### src/rtl/llarr_pkg.sv
package llarr_pkg;
  localparam int TT_W      = 8;
  localparam int CFG_W     = 12;
  localparam int ALLOW_BIT = 11;
  localparam int GRP_PINS  = 4;
  localparam int GATE_IN   = 3;
  localparam int FUNC_BASE = 2;

  typedef enum logic [1:0] {
    MODE_TABLE  = 2'b00,
    MODE_XOR    = 2'b01,
    MODE_XNOR   = 2'b10,
    MODE_TABLE2 = 2'b11
  } gate_mode_e;

  typedef struct packed {
    logic            ioe;
    logic            casc;
    gate_mode_e      mode;
    logic [TT_W-1:0] tt;
  } func_t;
endpackage

### src/rtl/llarr_rst_sync.sv
module llarr_rst_sync (
  input  logic clk,
  input  logic arst_n,
  output logic srst_n
);
  logic [1:0] stage_q;

  always_ff @(posedge clk or negedge arst_n) begin
    if (!arst_n) stage_q <= 2'b00;
    else         stage_q <= {stage_q[0], 1'b1};
  end

  assign srst_n = stage_q[1];
endmodule

### src/rtl/llarr_cfg_regs.sv
module llarr_cfg_regs
  import llarr_pkg::*;
#(
  parameter int NUM_GRP = 2,
  parameter int ADDR_W  = 2
) (
  input  logic                     clk,
  input  logic                     rst_n,
  input  logic                     ext_rst_n,
  input  logic                     wr_en,
  input  logic [ADDR_W-1:0]        wr_addr,
  input  logic [CFG_W-1:0]         wr_data,
  input  logic [ADDR_W-1:0]        rd_addr,
  output logic [CFG_W-1:0]         rd_data,
  output logic [NUM_GRP-1:0]       grp_en,
  output func_t [NUM_GRP-1:0]      grp_func
);
  localparam logic [ADDR_W-1:0] A_EN   = '0;
  localparam logic [ADDR_W-1:0] A_LOCK = ADDR_W'(1);

  logic [NUM_GRP-1:0] en_q, en_d, lock_q, lock_d;
  logic               allow_q, allow_d, spent_q, spent_d;
  logic               en_ld, lock_ld, clr_lock;
  func_t [NUM_GRP-1:0] func_q, func_d;
  logic [NUM_GRP-1:0] func_ld;

  // next-state
  always_comb begin
    en_d     = en_q;
    allow_d  = allow_q;
    lock_d   = lock_q;
    spent_d  = spent_q;
    func_d   = func_q;
    func_ld  = '0;
    clr_lock = !ext_rst_n && allow_q;
    en_ld    = wr_en && (wr_addr == A_EN);
    lock_ld  = clr_lock || (wr_en && (wr_addr == A_LOCK) && !spent_q);
    if (en_ld) begin
      allow_d = wr_data[ALLOW_BIT];
      for (int g = 0; g < NUM_GRP; g++) begin
        if (!lock_q[g]) en_d[g] = wr_data[g];
      end
    end
    if (clr_lock) begin
      lock_d  = '0;
      spent_d = 1'b0;
    end else if (lock_ld) begin
      lock_d  = wr_data[NUM_GRP-1:0];
      spent_d = 1'b1;
    end
    for (int g = 0; g < NUM_GRP; g++) begin
      if (wr_en && (wr_addr == ADDR_W'(FUNC_BASE + g)) && !lock_q[g]) begin
        func_ld[g] = 1'b1;
        func_d[g]  = func_t'(wr_data);
      end
    end
  end

  // registers
  always_ff @(posedge clk or negedge rst_n) begin
    if (!rst_n) begin
      en_q    <= '0;
      allow_q <= 1'b0;
    end else if (en_ld) begin
      en_q    <= en_d;
      allow_q <= allow_d;
    end
  end

  always_ff @(posedge clk or negedge rst_n) begin
    if (!rst_n) begin
      lock_q  <= '0;
      spent_q <= 1'b0;
    end else if (lock_ld) begin
      lock_q  <= lock_d;
      spent_q <= spent_d;
    end
  end

  for (genvar g = 0; g < NUM_GRP; g++) begin : g_func
    always_ff @(posedge clk or negedge rst_n) begin
      if (!rst_n)          func_q[g] <= '0;
      else if (func_ld[g]) func_q[g] <= func_d[g];
    end

    assert_lock_freeze_en_R8: assert property (@(posedge clk) disable iff (!rst_n)
      lock_q[g] |=> (en_q[g] == $past(en_q[g])));
    assert_lock_freeze_func_R8: assert property (@(posedge clk) disable iff (!rst_n)
      lock_q[g] |=> (func_q[g] == $past(func_q[g])));
    assert_lock_sticky_R10: assert property (@(posedge clk) disable iff (!rst_n)
      (lock_q[g] && !(!ext_rst_n && allow_q)) |=> lock_q[g]);
  end

  assert_lock_once_R9: assert property (@(posedge clk) disable iff (!rst_n)
    (spent_q && ext_rst_n) |=> $stable(lock_q));

  // readback
  always_comb begin
    rd_data = '0;
    if (rd_addr == A_EN) begin
      rd_data[NUM_GRP-1:0] = en_q;
      rd_data[ALLOW_BIT]   = allow_q;
    end else if (rd_addr == A_LOCK) begin
      rd_data[NUM_GRP-1:0] = lock_q;
    end
    for (int g = 0; g < NUM_GRP; g++) begin
      if (rd_addr == ADDR_W'(FUNC_BASE + g)) rd_data = CFG_W'(func_q[g]);
    end
  end

  assign grp_en   = en_q;
  assign grp_func = func_q;
endmodule

### src/rtl/llarr_gate.sv
module llarr_gate
  import llarr_pkg::*;
(
  input  logic [GATE_IN-1:0] a,
  input  func_t              cfg,
  output logic               y,
  output logic [GATE_IN-1:0] used
);
  always_comb begin
    unique case (cfg.mode)
      MODE_XOR:  y = a[0] ^ a[1];
      MODE_XNOR: y = ~(a[0] ^ a[1]);
      default:   y = cfg.tt[a];
    endcase
  end

  // an input counts as used when flipping it changes some table entry
  always_comb begin
    used = '0;
    if (cfg.mode == MODE_XOR || cfg.mode == MODE_XNOR) begin
      used = 3'b011;
    end else begin
      for (int i = 0; i < GATE_IN; i++) begin
        for (int j = 0; j < TT_W; j++) begin
          if (cfg.tt[j] != cfg.tt[3'(j ^ (1 << i))]) used[i] = 1'b1;
        end
      end
    end
  end
endmodule

### src/rtl/lockable_logic_array.sv
module lockable_logic_array
  import llarr_pkg::*;
#(
  parameter  int NUM_GRP   = 2,
  localparam int NUM_PORTS = NUM_GRP * GRP_PINS,
  localparam int ADDR_W    = $clog2(NUM_GRP + FUNC_BASE)
) (
  input  logic                 clk,
  input  logic                 por_n,
  input  logic                 rst_n,
  input  logic                 wr_en,
  input  logic [ADDR_W-1:0]    wr_addr,
  input  logic [CFG_W-1:0]     wr_data,
  input  logic [ADDR_W-1:0]    rd_addr,
  output logic [CFG_W-1:0]     rd_data,
  input  logic [NUM_PORTS-1:0] gpio_out,
  input  logic [NUM_PORTS-1:0] gpio_oe,
  input  logic [NUM_PORTS-1:0] pin_in,
  output logic [NUM_PORTS-1:0] pin_out,
  output logic [NUM_PORTS-1:0] pin_oe
);
  logic                srst_n;
  logic [NUM_GRP-1:0]  grp_en, gy, casc_act, feeds_next, drive_out;
  func_t [NUM_GRP-1:0] grp_func;
  logic [NUM_GRP-1:0][GATE_IN-1:0] gin, gused, take;

  llarr_rst_sync u_rst (.clk(clk), .arst_n(por_n), .srst_n(srst_n));

  llarr_cfg_regs #(.NUM_GRP(NUM_GRP), .ADDR_W(ADDR_W)) u_cfg (
    .clk(clk), .rst_n(srst_n), .ext_rst_n(rst_n),
    .wr_en(wr_en), .wr_addr(wr_addr), .wr_data(wr_data),
    .rd_addr(rd_addr), .rd_data(rd_data),
    .grp_en(grp_en), .grp_func(grp_func)
  );

  for (genvar g = 0; g < NUM_GRP; g++) begin : g_grp
    localparam int B = g * GRP_PINS;

    if (g == 0) begin : g_first
      assign casc_act[g] = 1'b0;
      assign gin[g][0]   = pin_in[B];
    end else begin : g_chain
      assign casc_act[g] = grp_en[g] && grp_en[g-1] && grp_func[g].casc;
      assign gin[g][0]   = casc_act[g] ? gy[g-1] : pin_in[B];
    end

    if (g == NUM_GRP - 1) begin : g_top
      assign feeds_next[g] = 1'b0;
    end else begin : g_mid
      assign feeds_next[g] = grp_en[g+1] && grp_en[g] && grp_func[g+1].casc;
    end

    assign gin[g][2:1] = pin_in[B+2:B+1];

    llarr_gate u_gate (.a(gin[g]), .cfg(grp_func[g]), .y(gy[g]), .used(gused[g]));

    assign take[g]      = grp_en[g] ? (gused[g] & {2'b11, ~casc_act[g]}) : 3'b000;
    assign drive_out[g] = grp_en[g] && (!feeds_next[g] || grp_func[g].ioe);

    assert_disabled_passthru_R12: assert property (@(posedge clk) disable iff (!srst_n)
      !grp_en[g] |-> (pin_oe[B+3:B] == gpio_oe[B+3:B]) && (pin_out[B+3:B] == gpio_out[B+3:B]));
    assert_xor_out_R3: assert property (@(posedge clk) disable iff (!srst_n)
      (grp_en[g] && grp_func[g].mode == MODE_XOR && !casc_act[g] && drive_out[g])
        |-> pin_oe[B+3] && (pin_out[B+3] == (pin_in[B] ^ pin_in[B+1])));
    assert_casc_pin_free_R5: assert property (@(posedge clk) disable iff (!srst_n)
      casc_act[g] |-> (pin_oe[B] == gpio_oe[B]) && (pin_out[B] == gpio_out[B]));
    assert_hidden_mid_R6: assert property (@(posedge clk) disable iff (!srst_n)
      (feeds_next[g] && !grp_func[g].ioe) |-> (pin_oe[B+3] == gpio_oe[B+3]));
  end

  // pin multiplexing
  always_comb begin
    pin_out = gpio_out;
    pin_oe  = gpio_oe;
    for (int g = 0; g < NUM_GRP; g++) begin
      for (int i = 0; i < GATE_IN; i++) begin
        if (take[g][i]) pin_oe[g*GRP_PINS + i] = 1'b0;
      end
      if (drive_out[g]) begin
        pin_out[g*GRP_PINS + 3] = gy[g];
        pin_oe[g*GRP_PINS + 3]  = 1'b1;
      end
    end
  end
endmodule

### config.mk
export PLATFORM = sky130hd
export DESIGN_NAME = lockable_logic_array
export DESIGN_NICKNAME = d
export VERILOG_FILES = /design/src/rtl/llarr_pkg.sv /design/src/rtl/llarr_rst_sync.sv /design/src/rtl/llarr_cfg_regs.sv /design/src/rtl/llarr_gate.sv /design/src/rtl/lockable_logic_array.sv
export SDC_FILE = /design/constraint.sdc
export NUM_CORES = 1
export LEC_CHECK = 0
export BUFFER_PORTS_ARGS = -buffer_cell sky130_fd_sc_hd__buf_2
export CORE_UTILIZATION = 40
export DETAILED_ROUTE_END_ITERATION = 6
export MAX_ROUTING_LAYER = met4
export PLACE_DENSITY = 0.67
export SYNTH_ARGS = -nofsm -noshare
export SYNTH_HDL_FRONTEND = slang
export SYNTH_SLANG_ARGS = --single-unit
export TNS_END_PERCENT = 1
### constraint.sdc
create_clock -name clk -period 2.6 [get_ports clk]
set_input_delay 0.39 -clock clk [delete_from_list [all_inputs] [get_ports clk]]
set_output_delay 0.39 -clock clk [all_outputs]
set_load 0.02 [all_outputs]
==> impl_summary.txt <==
----------------------------------------------------
[Clocking]
  Root Driver ... sky130_fd_sc_hd__clkbuf_8
  Clk buf depth ... 2
  Clock latency reported for the late side of the worst-skew pair ... 0.28 ns
  Sinks on Clock Net ... 32
  H-tree depth ... 2
  Clock buffer count from CTS ... 5
  Clock tree from TritonCTS ... yes
  Clock-pin slew on the worst setup and hold paths ... 0.06 ns

[GRT]
  Global-route wire length before repair ... 7160 um
  Via count of the first global-routing pass ... 1470
  Number of antenna violations at the first check in global routing ... 0
  Global routing usage summed across all routing layers ... 0.188
  Grt ovf ... 0
  Largest net degree at the start of global routing ... 31

[Place]
  Final GP Congestion ... 0.782
  I/O Buffers ... 57
  Post-detail-place hpwl ... 3250 um
  Cell total after placement ... 295

[Layout]
  Non-filler instance count after layout ... 305
  Layout cells sized above 1 ... 0.454
  Area Overhead vs Synth ... 23.3%
  Net count of the finished layout ... 286
  Antenna diode count ... 0

[STA]
  Setup_tns ... -0.00270 ns
  Shortest clock period the worst path allows after layout ... 2.60 ns
  Maximum frequency from static timing analysis ... 384 MHz
  Tcrit/Tclk final ... 1.00
  Skew final ... 0.00238 ns
  Final critical-path setup slack ... -0.00270 ns
  Setup repair after global routing missed its margin ... true
  Headroom to the max-slew limit ... 0.525
  Setup violations, final ... 1
  Count of endpoints failing hold in the final timing report ... 0
  Final number of max-transition violations ... 0
  Actual slew at the worst max-slew pin ... 0.703 ns

[Setup path]
  Critical path class ... reg -> out
  Number of buffers and inverters on the critical path ... 2
  Crit-path max FO ... 5
  Required arrival time at the worst endpoint ... 2.21 ns
  Critical-path cell with the highest stage delay ... sky130_fd_sc_hd__dfrtp_2
  Critical-path cell list ... inv_2 -> ha_1 -> mux2i_1 -> o31a_1 -> o21a_4 -> mux2_4 -> o22ai_2 -> o221a_1 -> buf_6
  Arrival time reported for the critical path endpoint ... 2.21 ns
  Top cell family by delay on the critical path ... compound AO/OA/AOI/OAI gates
  Worst stage delay on the critical path ... 0.44 ns
  CP startpoint kind ... flip-flop
  Critical path endpoint category ... primary output

[Synthesis]
  Post-synthesis sequential element count ... 32
  Yosys Warn Count ... 0
  Count of distinct cell types in the synthesized netlist ... 38
  Average cell area after synthesis ... 11.2 um2
  Number of instances in the synthesized netlist ... 178
  Sequential element share of the synthesized area ... 0.403
  Netlist area before placement ... 1990 um2
  Post-synthesis net count ... 226

[Floorplan]
  Core area ... 4750 um2
  Width of the die ... 72.5 um
  Count of pins on the block boundary ... 72
  Area of the die ... 5260 um2
  Starting density of the core ... 0.418
  Chip height ... 72.5 um
  Cell row count ... 25

[Hold path]
  Hold crit path type ... reg -> async

[Route]
  Routed via count ... 1527
  Overall routed net length ... 4520 um
  Via count normalized by instance count ... 5.01
  Starting DRC count in detailed routing ... 28
  Average wire length per cell after detail routing ... 14.8 um
  Antenna Violating Nets Remaining ... 0
  Number of detailed-routing iterations run before antenna repair ... 4
  Drt drc ... 0

[Run]
  Max Cap Violations ... 0

[Power and ir drop]
  Combinational cell fraction of total power ... 0.423
  Sw Ratio ... 0.366
  Leak pwr ... 0.00116 uW
  VDD IR-drop max ... 390 uV
  Clock network power share ... 0.184
  Sequential fraction of design power ... 0.393
  Internal Power ... 1210 uW
  Switching power ... 701 uW
  Power per unit of standard cell area ... 781 nW/um2

[Status]
  Violated checks ... negative setup slack
  Result of the run ... finished with violations

----------------------------------------------------
-- layer usage --
layer	GRT usage	part of all wire
met1	0.246	0.47
met4	0.0414	0.0022
met5	-	0
met2	0.299	0.49
met3	0.0431	0.039
-- worst paths after layout --
kind	startpoint	to	slack, ns	depth (start not counted)
min in group clk	wr_data[10]	u_cfg.grp_func[10]$_DFFE_PN0P_	0.34	2
min reg2reg	u_rst.stage_q[1]$_DFF_PN0_	u_cfg.grp_func[18]$_DFFE_PN0P_	0.26	1
max reg2reg	u_cfg.spent_q$_DFFE_PN0P_	u_cfg.lock_q[1]$_DFFE_PN0P_	1.16	3
max in group asynchronous	u_rst.stage_q[1]$_DFF_PN0_	u_cfg.grp_func[9]$_DFFE_PN0P_	2.04	1
min	u_rst.stage_q[1]$_DFF_PN0_	u_cfg.grp_func[18]$_DFFE_PN0P_	0.26	1
max	u_cfg.grp_func[9]$_DFFE_PN0P_	pin_out[7]	-0.003	9
-- power groups by stage --
stage	clock network, uW	logic, uW	registers, uW
after floorplan	0	560	730
after global placement	0	759	750
after detailed placement	0	769	754
after CTS	364	801	748
after global routing	383	884	772
final	353	810	752
-- state kept, by name, indices dropped and copies added, names as in the netlist --
register        flops
u_rst.stage_q       2
u_cfg.grp_func     24
u_cfg.lock_q        2
u_cfg.grp_en        2
u_cfg.spent_q       1
u_cfg.allow_q       1
-- through the flow --
step | util | hold slack [ns] | setup slack, ns | instance area [um2] | total power, uW
global placement | 0.489 | 0.176 | 0.0975 | 2320 | 1510
finish | 0.516 | 0.262 | -0.00270 | 2450 | 1920
CTS | 0.513 | 0.270 | -0.0118 | 2440 | 1910
global route | 0.516 | 0.307 | -0.104 | 2450 | 2040
floorplan | - | 0.0944 | 0.302 | 1990 | 1290
detailed placement | 0.489 | 0.177 | 0.0796 | 2320 | 1520
-- cells in the final DEF (no fill, tap or decap), types with 2 or more instances in the layout --
| cell type | synthesis | layout |
|---|---|---|
| sky130_fd_sc_hd__buf_2 | 0 | 56 |
| sky130_fd_sc_hd__dfrtp_1 | 32 | 31 |
| sky130_fd_sc_hd__mux2_2 | 25 | 25 |
| sky130_fd_sc_hd__mux2i_1 | 20 | 20 |
| sky130_fd_sc_hd__nor2b_1 | 12 | 12 |
| sky130_fd_sc_hd__nor2_1 | 10 | 10 |
| sky130_fd_sc_hd__xnor2_1 | 8 | 8 |
| sky130_fd_sc_hd__buf_4 | 6 | 8 |
| sky130_fd_sc_hd__nand3_1 | 7 | 7 |
| sky130_fd_sc_hd__nand2_1 | 7 | 7 |
| sky130_fd_sc_hd__a21boi_0 | 5 | 5 |
| sky130_fd_sc_hd__clkbuf_8 | 0 | 5 |
| sky130_fd_sc_hd__inv_1 | 5 | 3 |
| sky130_fd_sc_hd__nand2b_1 | 3 | 3 |
| sky130_fd_sc_hd__o21ai_0 | 3 | 3 |
| sky130_fd_sc_hd__ha_1 | 4 | 3 |
| sky130_fd_sc_hd__inv_2 | 0 | 2 |
| sky130_fd_sc_hd__mux4_2 | 2 | 2 |
| sky130_fd_sc_hd__nand4_1 | 2 | 2 |
| sky130_fd_sc_hd__mux2_1 | 2 | 2 |
-- cell usage after synthesis --
master                      count  area, um2
sky130_fd_sc_hd__nand4_1        2       12.5
sky130_fd_sc_hd__a22o_1         1       8.76
sky130_fd_sc_hd__mux2_1         2       22.5
sky130_fd_sc_hd__o221a_1        1       11.3
sky130_fd_sc_hd__mux4_2         2       45.0
sky130_fd_sc_hd__inv_1          5       18.8
sky130_fd_sc_hd__nand2_1        7       26.3
sky130_fd_sc_hd__o2111ai_1      1       8.76
sky130_fd_sc_hd__mux2i_1       20        200
sky130_fd_sc_hd__xor2_1         1       8.76
sky130_fd_sc_hd__nand2b_1       3       18.8
sky130_fd_sc_hd__a31oi_1        1       6.26
sky130_fd_sc_hd__nor4bb_1       1       10.0
sky130_fd_sc_hd__nand4b_1       1       8.76
sky130_fd_sc_hd__nand3b_1       1       7.51
sky130_fd_sc_hd__a21boi_0       5       37.5
sky130_fd_sc_hd__o21ai_0        3       15.0
sky130_fd_sc_hd__buf_1          1       3.75
sky130_fd_sc_hd__xnor2_1        8       70.1
sky130_fd_sc_hd__buf_4          6       45.0
sky130_fd_sc_hd__a22oi_1        1       7.51
sky130_fd_sc_hd__or2_2          1       6.26
sky130_fd_sc_hd__nor3_1         1       5.00
sky130_fd_sc_hd__nand3_1        7       35.0
sky130_fd_sc_hd__conb_1         1       3.75
sky130_fd_sc_hd__o22ai_1        1       6.26
sky130_fd_sc_hd__o31a_1         1       8.76
sky130_fd_sc_hd__xnor2_2        1       16.3
sky130_fd_sc_hd__dfrtp_1       32        801
sky130_fd_sc_hd__nor2b_1       12       75.1
sky130_fd_sc_hd__buf_6          1       11.3
sky130_fd_sc_hd__ha_1           4       50.1
sky130_fd_sc_hd__nor2_1        10       37.5
sky130_fd_sc_hd__mux2_2        25        282
sky130_fd_sc_hd__or3b_2         1       8.76
sky130_fd_sc_hd__mux2_4         1       15.0
sky130_fd_sc_hd__o21a_4         1       15.0
sky130_fd_sc_hd__clkbuf_1       5       18.8
-- logic make-up (layout without fill, tap and decap cells) --
kind of cell | Yosys count | count (layout) | share of synthesized area
AOI/OAI and AO/OA | 16 | 16 | 0.0629
xor gates and xnor gates | 10 | 10 | 0.0478
adders and majority gates | 4 | 4 | 0.0252
buffers and inverters | 18 | 78 | 0.0491
DFF | 32 | 32 | 0.403
muxes | 50 | 50 | 0.284
other | 1 | 1 | 0.00189
and+or+nand+nor | 47 | 47 | 0.126
-- layout make-up --
cell class	count	area, um2
fill	482	2300
multi-input combinational	128	1110
sequential	32	802
timing repair buffer	66	362
tap	67	83.8
clock buffer	6	72.6
inverter	5	18.8
clock inverter	1	5.00
-- timing repair --
action / CTS / global route
setup buffers: 1 / 1
hold buffers: 1 / 0
resized for setup: 4 / 3
setup endpoints to repair: 1 / 1
hold endpoints to repair: 2 / 0
pin swaps: 0 / 1
(Power assumes the default switching activity.)
